### src/rtl/ccs_pkg.sv
package ccs_pkg;
  localparam int unsigned BIT_SEL  = 0;
  localparam int unsigned BIT_STOP = 3;
  localparam logic [3:0]  PCC_DIV16 = 4'b0001;

  function automatic logic [3:0] pack_scc(input logic stop, input logic sel);
    return {stop, 2'b00, sel};
  endfunction
endpackage

### src/rtl/ccs_tick_cnt.sv
module ccs_tick_cnt #(
  parameter int unsigned LIMIT    = 4,
  parameter bit          FULL_RST = 1'b0
) (
  input  logic clk_i,
  input  logic rst_ni,
  input  logic clr_i,
  input  logic tick_i,
  output logic done_o
);
  localparam int unsigned CW = $clog2(LIMIT + 1);
  localparam logic [CW-1:0] LIM = CW'(LIMIT);
  localparam logic [CW-1:0] RST_VAL = FULL_RST ? LIM : '0;

  logic [CW-1:0] cnt_q;

  always_ff @(posedge clk_i or negedge rst_ni) begin
    if (!rst_ni)                   cnt_q <= RST_VAL;
    else if (clr_i)                cnt_q <= '0;
    else if (tick_i && cnt_q != LIM) cnt_q <= cnt_q + 1'b1;
  end

  assign done_o = (cnt_q == LIM);

  a_r7_cnt_no_skip: assert property (@(posedge clk_i) disable iff (!rst_ni)
    (!tick_i && !clr_i) |=> $stable(cnt_q));
endmodule

### src/rtl/ccs_src_sync.sv
module ccs_src_sync (
  input  logic clk_i,
  input  logic rst_ni,
  input  logic sel_i,
  input  logic tick_i,
  output logic src_sub_o
);
  logic src_q;

  always_ff @(posedge clk_i or negedge rst_ni) begin
    if (!rst_ni)                      src_q <= 1'b0;
    else if (tick_i && src_q != sel_i) src_q <= sel_i;
  end

  assign src_sub_o = src_q;

  a_r4_change_on_tick: assert property (@(posedge clk_i) disable iff (!rst_ni)
    !tick_i |=> $stable(src_q));
  a_r4_follow_sel: assert property (@(posedge clk_i) disable iff (!rst_ni)
    tick_i |=> (src_q == $past(sel_i)));
endmodule

### src/rtl/ccs_scc_ctl.sv
module ccs_scc_ctl
  import ccs_pkg::*;
#(
  parameter int unsigned ADDR_W   = 12,
  parameter logic [ADDR_W-1:0] SCC_ADDR = 12'hFB7
) (
  input  logic              clk_i,
  input  logic              rst_ni,
  input  logic              wr_en_i,
  input  logic [ADDR_W-1:0] wr_addr_i,
  input  logic              wr_bitop_i,
  input  logic [1:0]        wr_bit_i,
  input  logic [3:0]        wr_data_i,
  input  logic              pcc_we_i,
  input  logic [3:0]        pcc_data_i,
  input  logic              src_sub_i,
  input  logic              dwell_done_i,
  input  logic              settle_done_i,
  output logic              sel_o,
  output logic              stop_o,
  output logic [3:0]        pcc_o,
  output logic              err_o
);
  logic sel_q, stop_q, err_q;
  logic [3:0] pcc_q;
  logic hit, want_sel, want_stop, chg_sel, chg_stop, both;
  logic sel_ok, stop_ok, sel_acc, stop_acc, sel_d, pcc_blk, err_set;
  logic unused_bits;

  assign unused_bits = &{1'b0, wr_data_i[2:1]};
  assign hit = wr_en_i && (wr_addr_i == SCC_ADDR);

  always_comb begin
    want_sel  = sel_q;
    want_stop = stop_q;
    if (wr_bitop_i) begin
      if (wr_bit_i == 2'(BIT_SEL))  want_sel  = wr_data_i[0];
      if (wr_bit_i == 2'(BIT_STOP)) want_stop = wr_data_i[0];
    end else begin
      want_sel  = wr_data_i[BIT_SEL];
      want_stop = wr_data_i[BIT_STOP];
    end
  end

  assign chg_sel  = hit && (want_sel != sel_q);
  assign chg_stop = hit && (want_stop != stop_q);
  assign both     = chg_sel && chg_stop;

  // set: prescaler must not be div16; clear: oscillator running and settled
  assign sel_ok  = want_sel ? (pcc_q != PCC_DIV16) : (!stop_q && settle_done_i);
  assign stop_ok = want_stop ? (sel_q && src_sub_i && dwell_done_i) : 1'b1;

  assign sel_acc  = chg_sel && !both && sel_ok;
  assign stop_acc = chg_stop && !both && stop_ok;
  assign sel_d    = sel_acc ? want_sel : sel_q;
  assign pcc_blk  = pcc_we_i && (pcc_data_i == PCC_DIV16) && (sel_d || src_sub_i);
  assign err_set  = both || (chg_sel && !both && !sel_ok) ||
                    (chg_stop && !both && !stop_ok) || pcc_blk;

  always_ff @(posedge clk_i or negedge rst_ni) begin
    if (!rst_ni) begin
      sel_q  <= 1'b0;
      stop_q <= 1'b0;
      pcc_q  <= '0;
      err_q  <= 1'b0;
    end else begin
      sel_q <= sel_d;
      if (stop_acc) stop_q <= want_stop;
      if (pcc_we_i && !pcc_blk) pcc_q <= pcc_data_i;
      if (err_set) err_q <= 1'b1;
    end
  end

  assign sel_o  = sel_q;
  assign stop_o = stop_q;
  assign pcc_o  = pcc_q;
  assign err_o  = err_q;

  a_r3_no_dual_change: assert property (@(posedge clk_i) disable iff (!rst_ni)
    (hit && both) |=> ($stable(sel_q) && $stable(stop_q)));
  a_r7_stop_on_sub_only: assert property (@(posedge clk_i) disable iff (!rst_ni)
    stop_q |-> (sel_q && src_sub_i));
  a_r7_stop_after_dwell: assert property (@(posedge clk_i) disable iff (!rst_ni)
    $rose(stop_q) |-> $past(dwell_done_i));
  a_r5_no_sel_on_div16: assert property (@(posedge clk_i) disable iff (!rst_ni)
    $rose(sel_q) |-> ($past(pcc_q) != PCC_DIV16));
  a_r6_no_div16_on_sub: assert property (@(posedge clk_i) disable iff (!rst_ni)
    (sel_q || src_sub_i) |-> (pcc_q != PCC_DIV16));
  a_r9_clear_after_settle: assert property (@(posedge clk_i) disable iff (!rst_ni)
    $fell(sel_q) |-> ($past(settle_done_i) && !$past(stop_q)));
  a_r10_err_sticky: assert property (@(posedge clk_i) disable iff (!rst_ni)
    err_q |=> err_q);
endmodule

### src/rtl/clk_src_ctl.sv
module clk_src_ctl
  import ccs_pkg::*;
#(
  parameter int unsigned ADDR_W       = 12,
  parameter logic [ADDR_W-1:0] SCC_ADDR = 12'hFB7,
  parameter int unsigned STOP_WAIT    = 4,
  parameter int unsigned SETTLE_TICKS = 6
) (
  input  logic              clk_i,
  input  logic              rst_ni,
  input  logic              sub_tick_i,
  input  logic              wr_en_i,
  input  logic [ADDR_W-1:0] wr_addr_i,
  input  logic              wr_bitop_i,
  input  logic [1:0]        wr_bit_i,
  input  logic [3:0]        wr_data_i,
  input  logic              pcc_we_i,
  input  logic [3:0]        pcc_data_i,
  output logic [3:0]        pcc_o,
  output logic [3:0]        scc_rd_o,
  output logic              src_sub_o,
  output logic              osc_en_o,
  output logic              clamp_o,
  output logic              err_o
);
  logic sel, stop, src_sub, dwell_done, settle_done;

  ccs_scc_ctl #(.ADDR_W(ADDR_W), .SCC_ADDR(SCC_ADDR)) i_ctl (
    .clk_i, .rst_ni, .wr_en_i, .wr_addr_i, .wr_bitop_i, .wr_bit_i, .wr_data_i,
    .pcc_we_i, .pcc_data_i,
    .src_sub_i(src_sub), .dwell_done_i(dwell_done), .settle_done_i(settle_done),
    .sel_o(sel), .stop_o(stop), .pcc_o(pcc_o), .err_o(err_o)
  );

  ccs_src_sync i_sync (
    .clk_i, .rst_ni, .sel_i(sel), .tick_i(sub_tick_i), .src_sub_o(src_sub)
  );

  // dwell on slow clock before an oscillator stop is allowed
  ccs_tick_cnt #(.LIMIT(STOP_WAIT), .FULL_RST(1'b0)) i_dwell (
    .clk_i, .rst_ni, .clr_i(!src_sub), .tick_i(sub_tick_i), .done_o(dwell_done)
  );

  // main oscillator settle after restart; settled out of reset
  ccs_tick_cnt #(.LIMIT(SETTLE_TICKS), .FULL_RST(1'b1)) i_settle (
    .clk_i, .rst_ni, .clr_i(stop), .tick_i(sub_tick_i), .done_o(settle_done)
  );

  assign scc_rd_o  = pack_scc(stop, sel);
  assign src_sub_o = src_sub;
  assign osc_en_o  = !stop;
  assign clamp_o   = stop;

  a_r8_osc_off_on_sub: assert property (@(posedge clk_i) disable iff (!rst_ni)
    clamp_o |-> (src_sub_o && !osc_en_o));
endmodule

### config.mk
export PLATFORM = sky130hd
export DESIGN_NAME = clk_src_ctl
export DESIGN_NICKNAME = d
export VERILOG_FILES = /design/src/rtl/ccs_pkg.sv /design/src/rtl/ccs_tick_cnt.sv /design/src/rtl/ccs_src_sync.sv /design/src/rtl/ccs_scc_ctl.sv /design/src/rtl/clk_src_ctl.sv
export SDC_FILE = /design/constraint.sdc
export NUM_CORES = 1
export LEC_CHECK = 0
export BUFFER_PORTS_ARGS = -buffer_cell sky130_fd_sc_hd__buf_2
export CAP_MARGIN = 20
export CORE_ASPECT_RATIO = 1.2
export CORE_UTILIZATION = 45
export DETAILED_ROUTE_END_ITERATION = 7
export PLACE_DENSITY = 0.81
export SYNTH_ARGS = -nofsm -noshare
export SYNTH_HDL_FRONTEND = slang
export SYNTH_HIERARCHICAL = 1
export SYNTH_SLANG_ARGS = --single-unit
### constraint.sdc
create_clock -name clk_i -period 2.7 [get_ports clk_i]
set_clock_uncertainty 0.05 [all_clocks]
set_input_delay 0.135 -clock clk_i [delete_from_list [all_inputs] [get_ports clk_i]]
set_output_delay 0.135 -clock clk_i [all_outputs]
set_load 0.01 [all_outputs]
# After elaboration in Yosys (flattened, before gate mapping)
# Cells that the tools add are included.
# word_totals
ff_bits,14
input_bits,28
output_inout_bits,12
word_cells,62
# classes
addsub,2
n_eq_ne,12
mux,11
n_reduce_logical,30
# op_table
operator,n
$logic_and A1 B1 Y1,19
$eq A12 B12 Y1 const B,1
$mux W3,4
$mux W1,7
$add A3 B1 Y3 const B,2
$eq A3 B3 Y1 const B,2
$ne A3 B3 Y1 const B,2
$logic_not A1 Y1,5
$eq A4 B1 Y1 const B,1
$logic_or A1 B1 Y1,4
$ne A4 B1 Y1 const B,1
$ne A1 B1 Y1,3
$eq A2 B2 Y1 const B,1
$logic_not A2 Y1,1
$ne A2 B1 Y1 const B,1
$reduce_bool A2 Y1,1

# Longest topological paths before layout
# Gate-level depths: netlist of the first run.
# depth
depth_word,14
mapped_depth,8
mapped_depth_nobuf,8

# Modules after synthesis
# The synthesis of the first run kept the hierarchy.
# by_module_without_submodules
mod,instances,cells_per_inst,area_per_inst_um2,seq_area_each_um2
ccs_scc_ctl,1,59,509.2,175.2
ccs_tick_cnt at i_dwell,1,18,197.7,75.1
ccs_tick_cnt at i_settle,1,17,187.7,77.6
clk_src_ctl,1,7,41.3,0.0
ccs_src_sync,1,2,40.0,25.0

# Worst setup path after synthesis of the first run
# No wires, ideal clock.
# synth_timing
kind,register to register
start,register i_settle.cnt_q[1]
end,register i_ctl.err_q (netlist: i_ctl/err_o)
setup_time_ns,0.126
arrival_time_ns,1.924
required_ns,2.524
setup_slack_ns,0.599
path_stages_with_launch,8
path_buffers,0
period_less_slack_ns,2.101
cell_sequence,dfstp_2 ha_1 and2_1 nand2_1 or4b_1 o21ai_2 nor3_1 a311o_1
# synth_via
elab_chain_len,8
elab_cells_between_ends,12
classes_between,1 x eq/ne; 2 x mux; 9 x reduce/logical
# synth_lines
element,line_no,source
start: declaration,ccs_tick_cnt.sv:15,logic [CW-1:0] cnt_q;
start signal: assignment,ccs_tick_cnt.sv:20,else if (tick_i && cnt_q != LIM) cnt_q <= cnt_q + 1'b1;
$eq A3 B3 Y1 (*),ccs_tick_cnt.sv:23,assign done_o = (cnt_q == LIM);
net settle_done,clk_src_ctl.sv:26,"logic sel, stop, src_sub, dwell_done, settle_done;"
$logic_and A1 B1 Y1 (*),ccs_scc_ctl.sv:50,assign sel_ok = want_sel ? (pcc_q != PCC_DIV16) : (!stop_q && settle_done_i);
$mux W1 (*),ccs_scc_ctl.sv:50,
$logic_and A1 B1 Y1 / $logic_not A1 Y1 (equally long branches),"ccs_scc_ctl.sv:53, ccs_scc_ctl.sv:57",
$mux W1 / $logic_and A1 B1 Y1 (equally long branches),"ccs_scc_ctl.sv:55, ccs_scc_ctl.sv:57",
"$logic_or A1 B1 Y1, on equally long branches","ccs_scc_ctl.sv:56, ccs_scc_ctl.sv:57",
$logic_and A1 B1 Y1 / $logic_or A1 B1 Y1 (equally long branches),"ccs_scc_ctl.sv:56, ccs_scc_ctl.sv:57",
$logic_or A1 B1 Y1 (*),ccs_scc_ctl.sv:58,(chg_stop && !both && !stop_ok) || pcc_blk;
end signal: assignment,ccs_scc_ctl.sv:65,err_q <= 1'b0;
end signal: assignment,ccs_scc_ctl.sv:70,if (err_set) err_q <= 1'b1;
end: declaration,ccs_scc_ctl.sv:24,"logic sel_q, stop_q, err_q;"
# Mark *: on every way through the listed nets, which the timed path passes. The rest lies on a longest branch.
# A chain may end at the register's enable or synchronous reset.

# Worst setup path after layout of the first run
# Same ends and word-level chain as after synthesis.

==> tab_implementation.tex, run 1 <==
\begin{tabular}{lr}
\hline
Metric & Value \\
\hline
\multicolumn{2}{l}{\textbf{Setup path}} \\
\quad Critical Path RT & 2820 ps \\
\quad Flop2flop setup slack & 490 ps \\
\quad Worst path arrival time & 2330 ps \\
\quad Endpoint of the worst-slack reg-to-reg timing path & i\_ctl/err\_o \\
\quad Launching element type of the critical path & flop \\
\quad Worst reg2reg path startpoint & i\_settle/cnt\_q[1] \\
\quad Largest fanout of any net on the critical path & 3 \\
\quad Worst setup path class & reg2reg \\
\quad Critical path endpoint category & flop \\
\quad Worst Reg-to-Reg Cells & 7 \\
\multicolumn{2}{l}{\textbf{Logic synthesis}} \\
\quad Mean Syn Cell Area & 9.48 um2 \\
\quad Synth Instances & 103 \\
\quad FF+latch count, synth & 14 \\
\quad Post-synth top area share & 0.308 \\
\quad Fraction of the yosys area taken by sequential cells & 0.362 \\
\quad Cell variety after synth & 35 \\
\quad Leading cell types by total area after synthesis & sky130\_fd\_sc\_hd\_\_dfrtp\_1 31\%, sky130\_fd\_sc\_hd\_\_dfstp\_2 5.4\%, sky130\_fd\_sc\_hd\_\_ha\_1 5.1\% \\
\quad Post-synthesis instance area & 976 um2 \\
\quad Synthesis Warnings & 6 \\
\quad Leading area contributor after synthesis & sky130\_fd\_sc\_hd\_\_dfrtp\_1 \\
\multicolumn{2}{l}{\textbf{Finish}} \\
\quad Commonest non-fill, non-tap cells in the layout & 35 x sky130\_fd\_sc\_hd\_\_buf\_2, 12 x sky130\_fd\_sc\_hd\_\_dfrtp\_1, 10 x sky130\_fd\_sc\_hd\_\_inv\_1, 7 x sky130\_fd\_sc\_hd\_\_nor2\_1 \\
\quad Number of standard cells in the final layout excluding fillers & 169 \\
\quad Number of antenna cells inserted & 0 \\
\quad Final design area excluding fillers & 0.00120 mm2 \\
\quad Synthesis-to-finish area growth & 23.5\% \\
\quad Share of cells above drive strength 1 & 0.360 \\
\quad Fill cell total of the finished layout & 177 \\
\quad Total area of multi-input combinational cells & 556 um2 \\
\quad Commonest non-fill, non-tap cell in the layout & sky130\_fd\_sc\_hd\_\_buf\_2 \\
\quad Sequential cell area in the final layout & 353 um2 \\
\quad Number of nets at the end of the flow & 172 \\
\multicolumn{2}{l}{\textbf{Floorplanning}} \\
\quad Core region area & 0.00205 mm2 \\
\quad Starting utilization of the core area & 0.476 \\
\quad Die span in y & 53.0 um \\
\quad Number of cell rows & 18 \\
\quad Die span in x & 44.5 um \\
\quad Number of top-level pins & 40 \\
\quad Die outline area & 0.00236 mm2 \\
\multicolumn{2}{l}{\textbf{Worst hold path}} \\
\quad Startpoint of the most critical hold path & pcc\_data\_i[2] \\
\quad Endpoint of the worst hold path & i\_ctl/pcc\_o[2] \\
\quad Number of cells traversed by the worst hold path & 3 \\
\quad Class of the most critical hold timing path & in2reg \\
\multicolumn{2}{l}{\textbf{Clocking}} \\
\quad Clock edge transition at the registers on the reported setup and hold paths & 90 ps \\
\quad Insertion delay of the later-clocked pin in the worst-skew pair & 280 ps \\
\quad CTS tree & yes \\
\quad Root buffer selected by CTS & sky130\_fd\_sc\_hd\_\_clkbuf\_4 \\
\quad Maximum buffer depth of the clock tree & 2 \\
\quad Number of CTS-inserted buffers & 3 \\
\quad Setup repair bufs after CTS & 0 \\
\quad H-tree level count & 1 \\
\quad Clock tree sinks & 14 \\
\multicolumn{2}{l}{\textbf{Global route}} \\
\quad Number of antenna violations at the first check in global routing & 0 \\
\quad Global-route total usage across every layer & 0.171 \\
\quad Pin count of the biggest net entering global routing & 15 \\
\quad Final global-route overflow total & 0 \\
\quad Wire length of the first global-routing pass & 2920 um \\
\quad Via count of the first global-routing pass & 737 \\
\multicolumn{2}{l}{\textbf{Placement}} \\
\quad Total cell area at the placement stage & 0.00116 mm2 \\
\quad DP HPWL & 1530 um \\
\quad Placed insts & 164 \\
\quad Final weighted congestion in routability-driven placement & 0.727 \\
\quad Pre-CTS WS & 487 ps \\
\quad Number of buffers inserted by port buffering & 35 \\
\multicolumn{2}{l}{\textbf{Run status}} \\
\quad Run status & finished, final reports clean \\
\multicolumn{2}{l}{\textbf{STA}} \\
\quad Final Slew Violations & 0 \\
\quad TNS Setup & 0 ps \\
\quad Setup repair after global routing missed its margin & no \\
\quad Smallest setup slack after layout & 492 ps \\
\quad Share of the clock period used by the worst path after layout & 0.818 \\
\quad Clock period minus final worst setup slack & 2210 ps \\
\quad Number of failing hold endpoints at the final stage & 0 \\
\quad Setup-failing EPs final & 0 \\
\quad Maximum achievable frequency & 0.453 GHz \\
\multicolumn{2}{l}{\textbf{Route}} \\
\quad Via density per instance & 5.07 \\
\quad Number of DRC violations after detailed routing & 0 \\
\quad Via count of the routed design & 856 \\
\quad Antenna Violating Nets Remaining & 0 \\
\quad Number of detailed-route iterations in the first pass & 4 \\
\quad Number of design-rule violations left by the first detailed-router iteration & 6 \\
\quad Detailed-route wire length & 1950 um \\
\quad Routed wirelength normalized by instance count & 11.6 um \\
\multicolumn{2}{l}{\textbf{Flow run}} \\
\quad Max-cap violations & 0 \\
\multicolumn{2}{l}{\textbf{Pwr}} \\
\quad Peak ir drop on the vdd network & 380 uV \\
\quad Power density cells & 497 mW/mm2 \\
\quad LEAKAGE & 0.597 nW \\
\hline
\end{tabular}
==> synthesized netlist by cell type, drive strengths merged <==
master	number
a21boi	2
a21oi	6
a22o	1
a311o	1
and2	3
and4b	2
buf	4
clkbuf	1
conb	1
dfrtp	12
dfstp	2
ha	4
inv	10
mux2	6
mux2i	5
nand2	6
nand2b	2
nand3	5
nand4b	2
nor2	7
nor2b	3
nor3	4
nor4	2
o21ai	4
o22ai	1
o31a	1
o31ai	1
o41a	1
or4b	1
xnor2	2
xor2	1
==> how the worst max path moves through the flow <==
| stage | from | endpoint | slack [ps] | cells after the start |
|---|---|---|---|---|
| after global routing | i_settle/cnt_q[1] | i_ctl/err_o | 390 | 7 |
| final | i_settle/cnt_q[1] | i_ctl/err_o | 490 | 7 |
| after CTS | i_settle/cnt_q[1] | i_ctl/err_o | 480 | 7 |
| after detailed placement | i_settle/cnt_q[1] | i_ctl/err_o | 490 | 7 |
| after floorplan | i_settle/cnt_q[1] | i_ctl/err_o | 600 | 7 |
| after global placement | i_settle/cnt_q[1] | i_ctl/err_o | 520 | 7 |
==> kinds of logic (layout without fill, tap and decap cells) <==
kind of cell | Yosys count | in the layout | share of synthesized area
AO/OA/AOI/OAI | 18 | 18 | 0.136
XOR/XNOR | 3 | 3 | 0.0269
adder cells (fa/ha/maj) | 4 | 4 | 0.0513
buffers and inverters | 15 | 50 | 0.0731
flip-flops | 14 | 14 | 0.362
multiplexers | 11 | 11 | 0.132
other | 1 | 2 | 0.00384
AND/OR/NAND/NOR | 37 | 37 | 0.215
==> through the flow <==
| stage | hold WS (ps) | power [mW] | util |
|---|---|---|---|
| final | 39.4 | 0.599 | 0.588 |
| after CTS | 38.4 | 0.607 | 0.588 |
| after global routing | 40.0 | 0.653 | 0.588 |
| after detailed placement | 1.66 | 0.454 | 0.565 |
| after floorplan | -211 | 0.401 | - |
| after global placement | -3.54 | 0.443 | 0.565 |
==> sequential cells by signal (all words and copies together) (netlist names) <==
name	flops
i_settle/cnt_q	3
i_sync/src_sub_o	1
i_ctl/stop_o	1
i_ctl/sel_o	1
i_ctl/err_o	1
i_ctl/pcc_o	4
i_dwell/cnt_q	3
==> per-layer routing <==
metal | track usage | up-vias | wire length (um)
met5 | 0 | - | 0
met4 | 0.0909 | 0 | 20
met3 | 0.0307 | 2 | 104
met2 | 0.292 | 23 | 1010
met1 | 0.201 | 401 | 815
li1 | - | 430 | -
==> what timing repair did <==
item / CTS / global route
hold buffers: 1 / 0
gates resized for setup: 0 / 0
hold endpoints to repair: 14 / 0
==> critical path, stage by stage, from the launching register on <==
cell                      delay, ps
sky130_fd_sc_hd__dfstp_2        550
sky130_fd_sc_hd__ha_1           180
sky130_fd_sc_hd__and2_1         140
sky130_fd_sc_hd__nand2_1         60
sky130_fd_sc_hd__or4b_1         510
sky130_fd_sc_hd__o21ai_2        180
sky130_fd_sc_hd__nor3_1          90
sky130_fd_sc_hd__a311o_1        350
==> area by class of cell <==
type | count | area share
sequential | 14 | 0.293
inverter | 10 | 0.0312
tap | 30 | 0.0312
clock buffer | 4 | 0.0301
timing repair buffer | 36 | 0.154
multi-input combinational | 75 | 0.461
==> power by group <==
group / switching (mW) / internal (mW) / total [mW]
logic: 0.0818 / 0.0929 / 0.175
clock network: 0.0668 / 0.0819 / 0.149
registers: 0.0257 / 0.250 / 0.276
total: 0.174 / 0.425 / 0.599
(Power assumes the default switching activity.)
==> run 2: changes to the inputs <==
CORE_UTILIZATION = 42   (was 45)
PLACE_DENSITY = 0.8   (was 0.81)
clock period = 1.98 ns   (was 2.7 ns; I/O delays follow)
==> tab_implementation.tex, run 2 (synthesis gave the netlist of run 1 again) <==
\begin{tabular}{lr}
\hline
Metric & Value \\
\hline
\multicolumn{2}{l}{\textbf{Run status}} \\
\quad Run status & complete, but fails checks \\
\quad Violations in the final reports & negative setup slack \\
\multicolumn{2}{l}{\textbf{Placement}} \\
\quad DP HPWL & 1810 um (+18\%) \\
\quad Final weighted congestion in routability-driven placement & 0.841 (+16\%) \\
\quad Number of buffers inserted by port buffering & 35 (unchanged) \\
\quad Total cell area at the placement stage & 0.00125 mm2 (+8.0\%) \\
\multicolumn{2}{l}{\textbf{Setup path}} \\
\quad Top Family by Delay on Critical Path & compound AO/OA/AOI/OAI gates \\
\quad Worst path arrival time & 2250 ps (-80 ps) \\
\quad Critical Path RT & 2130 ps (-690 ps) \\
\quad Worst setup path class & reg2reg \\
\quad Launching element type of the critical path & flop \\
\quad Worst reg2reg path startpoint & i\_settle/cnt\_q[1] \\
\quad Crit path buf inv count & 0 (unchanged) \\
\quad CP startpoint & i\_settle/cnt\_q[1] \\
\quad Series of cell instances along the critical path & ha\_4, and2\_4, nand2\_2, mux2\_4, o31a\_1, o41a\_1, o21ai\_1 \\
\quad Critical Path Stages & 7 (unchanged) \\
\quad Cell with the largest stage delay on the worst path & sky130\_fd\_sc\_hd\_\_dfstp\_2 \\
\quad Flop2flop setup slack & -110 ps (-600 ps) \\
\quad Endpoint of the worst-slack reg-to-reg timing path & i\_ctl/pcc\_o[2] \\
\quad Worst Reg-to-Reg Cells & 7 (unchanged) \\
\quad Largest fanout of any net on the critical path & 3 (unchanged) \\
\quad Stage delay of the slowest cell on the critical path & 560 ps (about the same) \\
\quad Critical path endpoint category & flop \\
\multicolumn{2}{l}{\textbf{Floorplanning}} \\
\quad Die span in y & 54.8 um (+3.4\%) \\
\quad Number of cell rows & 18 (unchanged) \\
\quad Core region area & 0.00212 mm2 (+3.3\%) \\
\quad Die span in x & 46.0 um (+3.4\%) \\
\quad Starting utilization of the core area & 0.461 (-0.0152) \\
\quad Die outline area & 0.00252 mm2 (+6.8\%) \\
\quad Number of top-level pins & 40 (unchanged) \\
\multicolumn{2}{l}{\textbf{Route}} \\
\quad Number of detailed-route iterations in the first pass & 4 (unchanged) \\
\quad Via count of the routed design & 900 (+5.1\%) \\
\quad Detailed-route wire length & 2260 um (+16\%) \\
\quad Via density per instance & 5.00 (-1.3\%) \\
\quad Antenna Violating Nets Remaining & 0 (unchanged) \\
\quad Routed wirelength normalized by instance count & 12.6 um (+8.8\%) \\
\quad Number of DRC violations after detailed routing & 0 (unchanged) \\
\quad Number of design-rule violations left by the first detailed-router iteration & 11 (+5) \\
\multicolumn{2}{l}{\textbf{STA}} \\
\quad Maximum achievable frequency & 0.478 GHz (+5.6\%) \\
\quad Share of the clock period used by the worst path after layout & 1.06 (+0.239) \\
\quad Clock period minus final worst setup slack & 2090 ps (-116 ps) \\
\quad Setup repair after global routing missed its margin & yes \\
\quad TNS Setup & -377 ps (-377 ps) \\
\quad Final Slew Violations & 0 (unchanged) \\
\quad Number of failing hold endpoints at the final stage & 0 (unchanged) \\
\quad Smallest setup slack after layout & -112 ps (-604 ps) \\
\quad Hold WS & 31.4 ps (-8.02 ps) \\
\quad Setup-failing EPs final & 5 (+5) \\
\multicolumn{2}{l}{\textbf{Global route}} \\
\quad Wire length of the first global-routing pass & 3240 um (+11\%) \\
\quad Global-route total usage across every layer & 0.186 (+0.0153) \\
\quad Number of antenna violations at the first check in global routing & 0 (unchanged) \\
\quad Pin count of the biggest net entering global routing & 15 (unchanged) \\
\quad Via count of the first global-routing pass & 800 (+8.5\%) \\
\quad Final global-route overflow total & 0 (unchanged) \\
\multicolumn{2}{l}{\textbf{Pwr}} \\
\quad Power density cells & 679 mW/mm2 (+37\%) \\
\quad Peak ir drop on the vdd network & 713 uV (+88\%) \\
\quad LEAKAGE & 0.646 nW (+8.3\%) \\
\quad Total power & 0.890 mW (+49\%) \\
\multicolumn{2}{l}{\textbf{Clocking}} \\
\quad Number of CTS-inserted buffers & 3 (unchanged) \\
\quad H-tree level count & 1 (unchanged) \\
\quad Insertion delay of the later-clocked pin in the worst-skew pair & 270 ps (about the same) \\
\quad Root buffer selected by CTS & sky130\_fd\_sc\_hd\_\_clkbuf\_4 \\
\quad Clock edge transition at the registers on the reported setup and hold paths & 80 ps (about the same) \\
\quad Clock tree sinks & 14 (unchanged) \\
\quad Maximum buffer depth of the clock tree & 2 (unchanged) \\
\quad Setup repair bufs after CTS & 0 (unchanged) \\
\quad CTS tree & yes \\
\multicolumn{2}{l}{\textbf{Finish}} \\
\quad Final design area excluding fillers & 0.00131 mm2 (+8.8\%) \\
\quad Number of antenna cells inserted & 0 (unchanged) \\
\quad Commonest non-fill, non-tap cells in the layout & 35 x sky130\_fd\_sc\_hd\_\_buf\_2, 12 x sky130\_fd\_sc\_hd\_\_dfrtp\_1, 10 x sky130\_fd\_sc\_hd\_\_inv\_1, 10 x sky130\_fd\_sc\_hd\_\_buf\_4, 7 x sky130\_fd\_sc\_hd\_\_nor2\_1 \\
\quad Synthesis-to-finish area growth & 34.4\% \\
\quad Max reg flops & 4 (unchanged) \\
\quad Commonest non-fill, non-tap cell in the layout & sky130\_fd\_sc\_hd\_\_buf\_2 \\
\quad Number of nets at the end of the flow & 183 (+6.4\%) \\
\quad Share of cells above drive strength 1 & 0.433 (+0.0736) \\
\multicolumn{2}{l}{\textbf{Worst hold path}} \\
\quad Startpoint of the most critical hold path & pcc\_data\_i[3] \\
\quad Class of the most critical hold timing path & in2reg \\
\quad Number of cells traversed by the worst hold path & 3 (unchanged) \\
\quad Endpoint of the worst hold path & i\_ctl/pcc\_o[3] \\
\multicolumn{2}{l}{\textbf{Flow run}} \\
\quad Max-cap violations & 0 (unchanged) \\
\hline
\end{tabular}
[run 2: worst min-delay path: cells and delay by family]
family | cells | cell delay (ps)
AOI/OAI and AO/OA | 1 | 70
and+or+nand+nor | 1 | 60
buffers and inverters | 1 | 90
[run 2: layout make-up]
| class | instances | area [um2] |
|---|---|---|
| multi-input combinational | 75 | 587 |
| fill | 191 | 806 |
| sequential | 14 | 353 |
| tap | 30 | 37.5 |
| timing repair buffer | 47 | 270 |
| clock buffer | 4 | 26.3 |
| inverter | 10 | 37.5 |
[run 2: timing repair]
item	CTS	global route
hold buffers	2	0
gates cloned	0	0
setup endpoints to repair	6	6
endpoints found under the hold margin	15	0
resized for setup	1	3
pin swaps	2	1
[run 2: how the worst max path moves through the flow]
stage                     end  slack, ps
3_3_place_gp      i_ctl/err_o        -90
4_1_cts        i_ctl/pcc_o[3]       -110
2_1_floorplan     i_ctl/err_o        -60
5_1_grt        i_ctl/pcc_o[2]       -160
3_5_place_dp      i_ctl/err_o       -120
6_report       i_ctl/pcc_o[2]       -110
[run 2: metrics by stage]
step | setup slack [ps] | util | std cells
final | -112 | 0.619 | 180
after global routing | -164 | 0.619 | 180
after CTS | -106 | 0.615 | 180
after detailed placement | -119 | 0.591 | 174
after global placement | -85.9 | 0.591 | 174
after floorplan | -64.8 | - | 104
[run 2: where the power goes]
group | switching, mW | total (mW) | internal [mW]
logic | 0.150 | 0.358 | 0.208
registers | 0.0285 | 0.369 | 0.341
clock network | 0.0856 | 0.163 | 0.0779
total | 0.264 | 0.890 | 0.626
[run 2: layer usage]
layer  vias to the layer above  global-route usage  wire length (um)
met2                        31               0.340              1190
li1                        454                   -                 -
met3                         6              0.0330               128
met5                         -                   0                 0
met4                         0               0.103                54
met1                       409               0.198               892
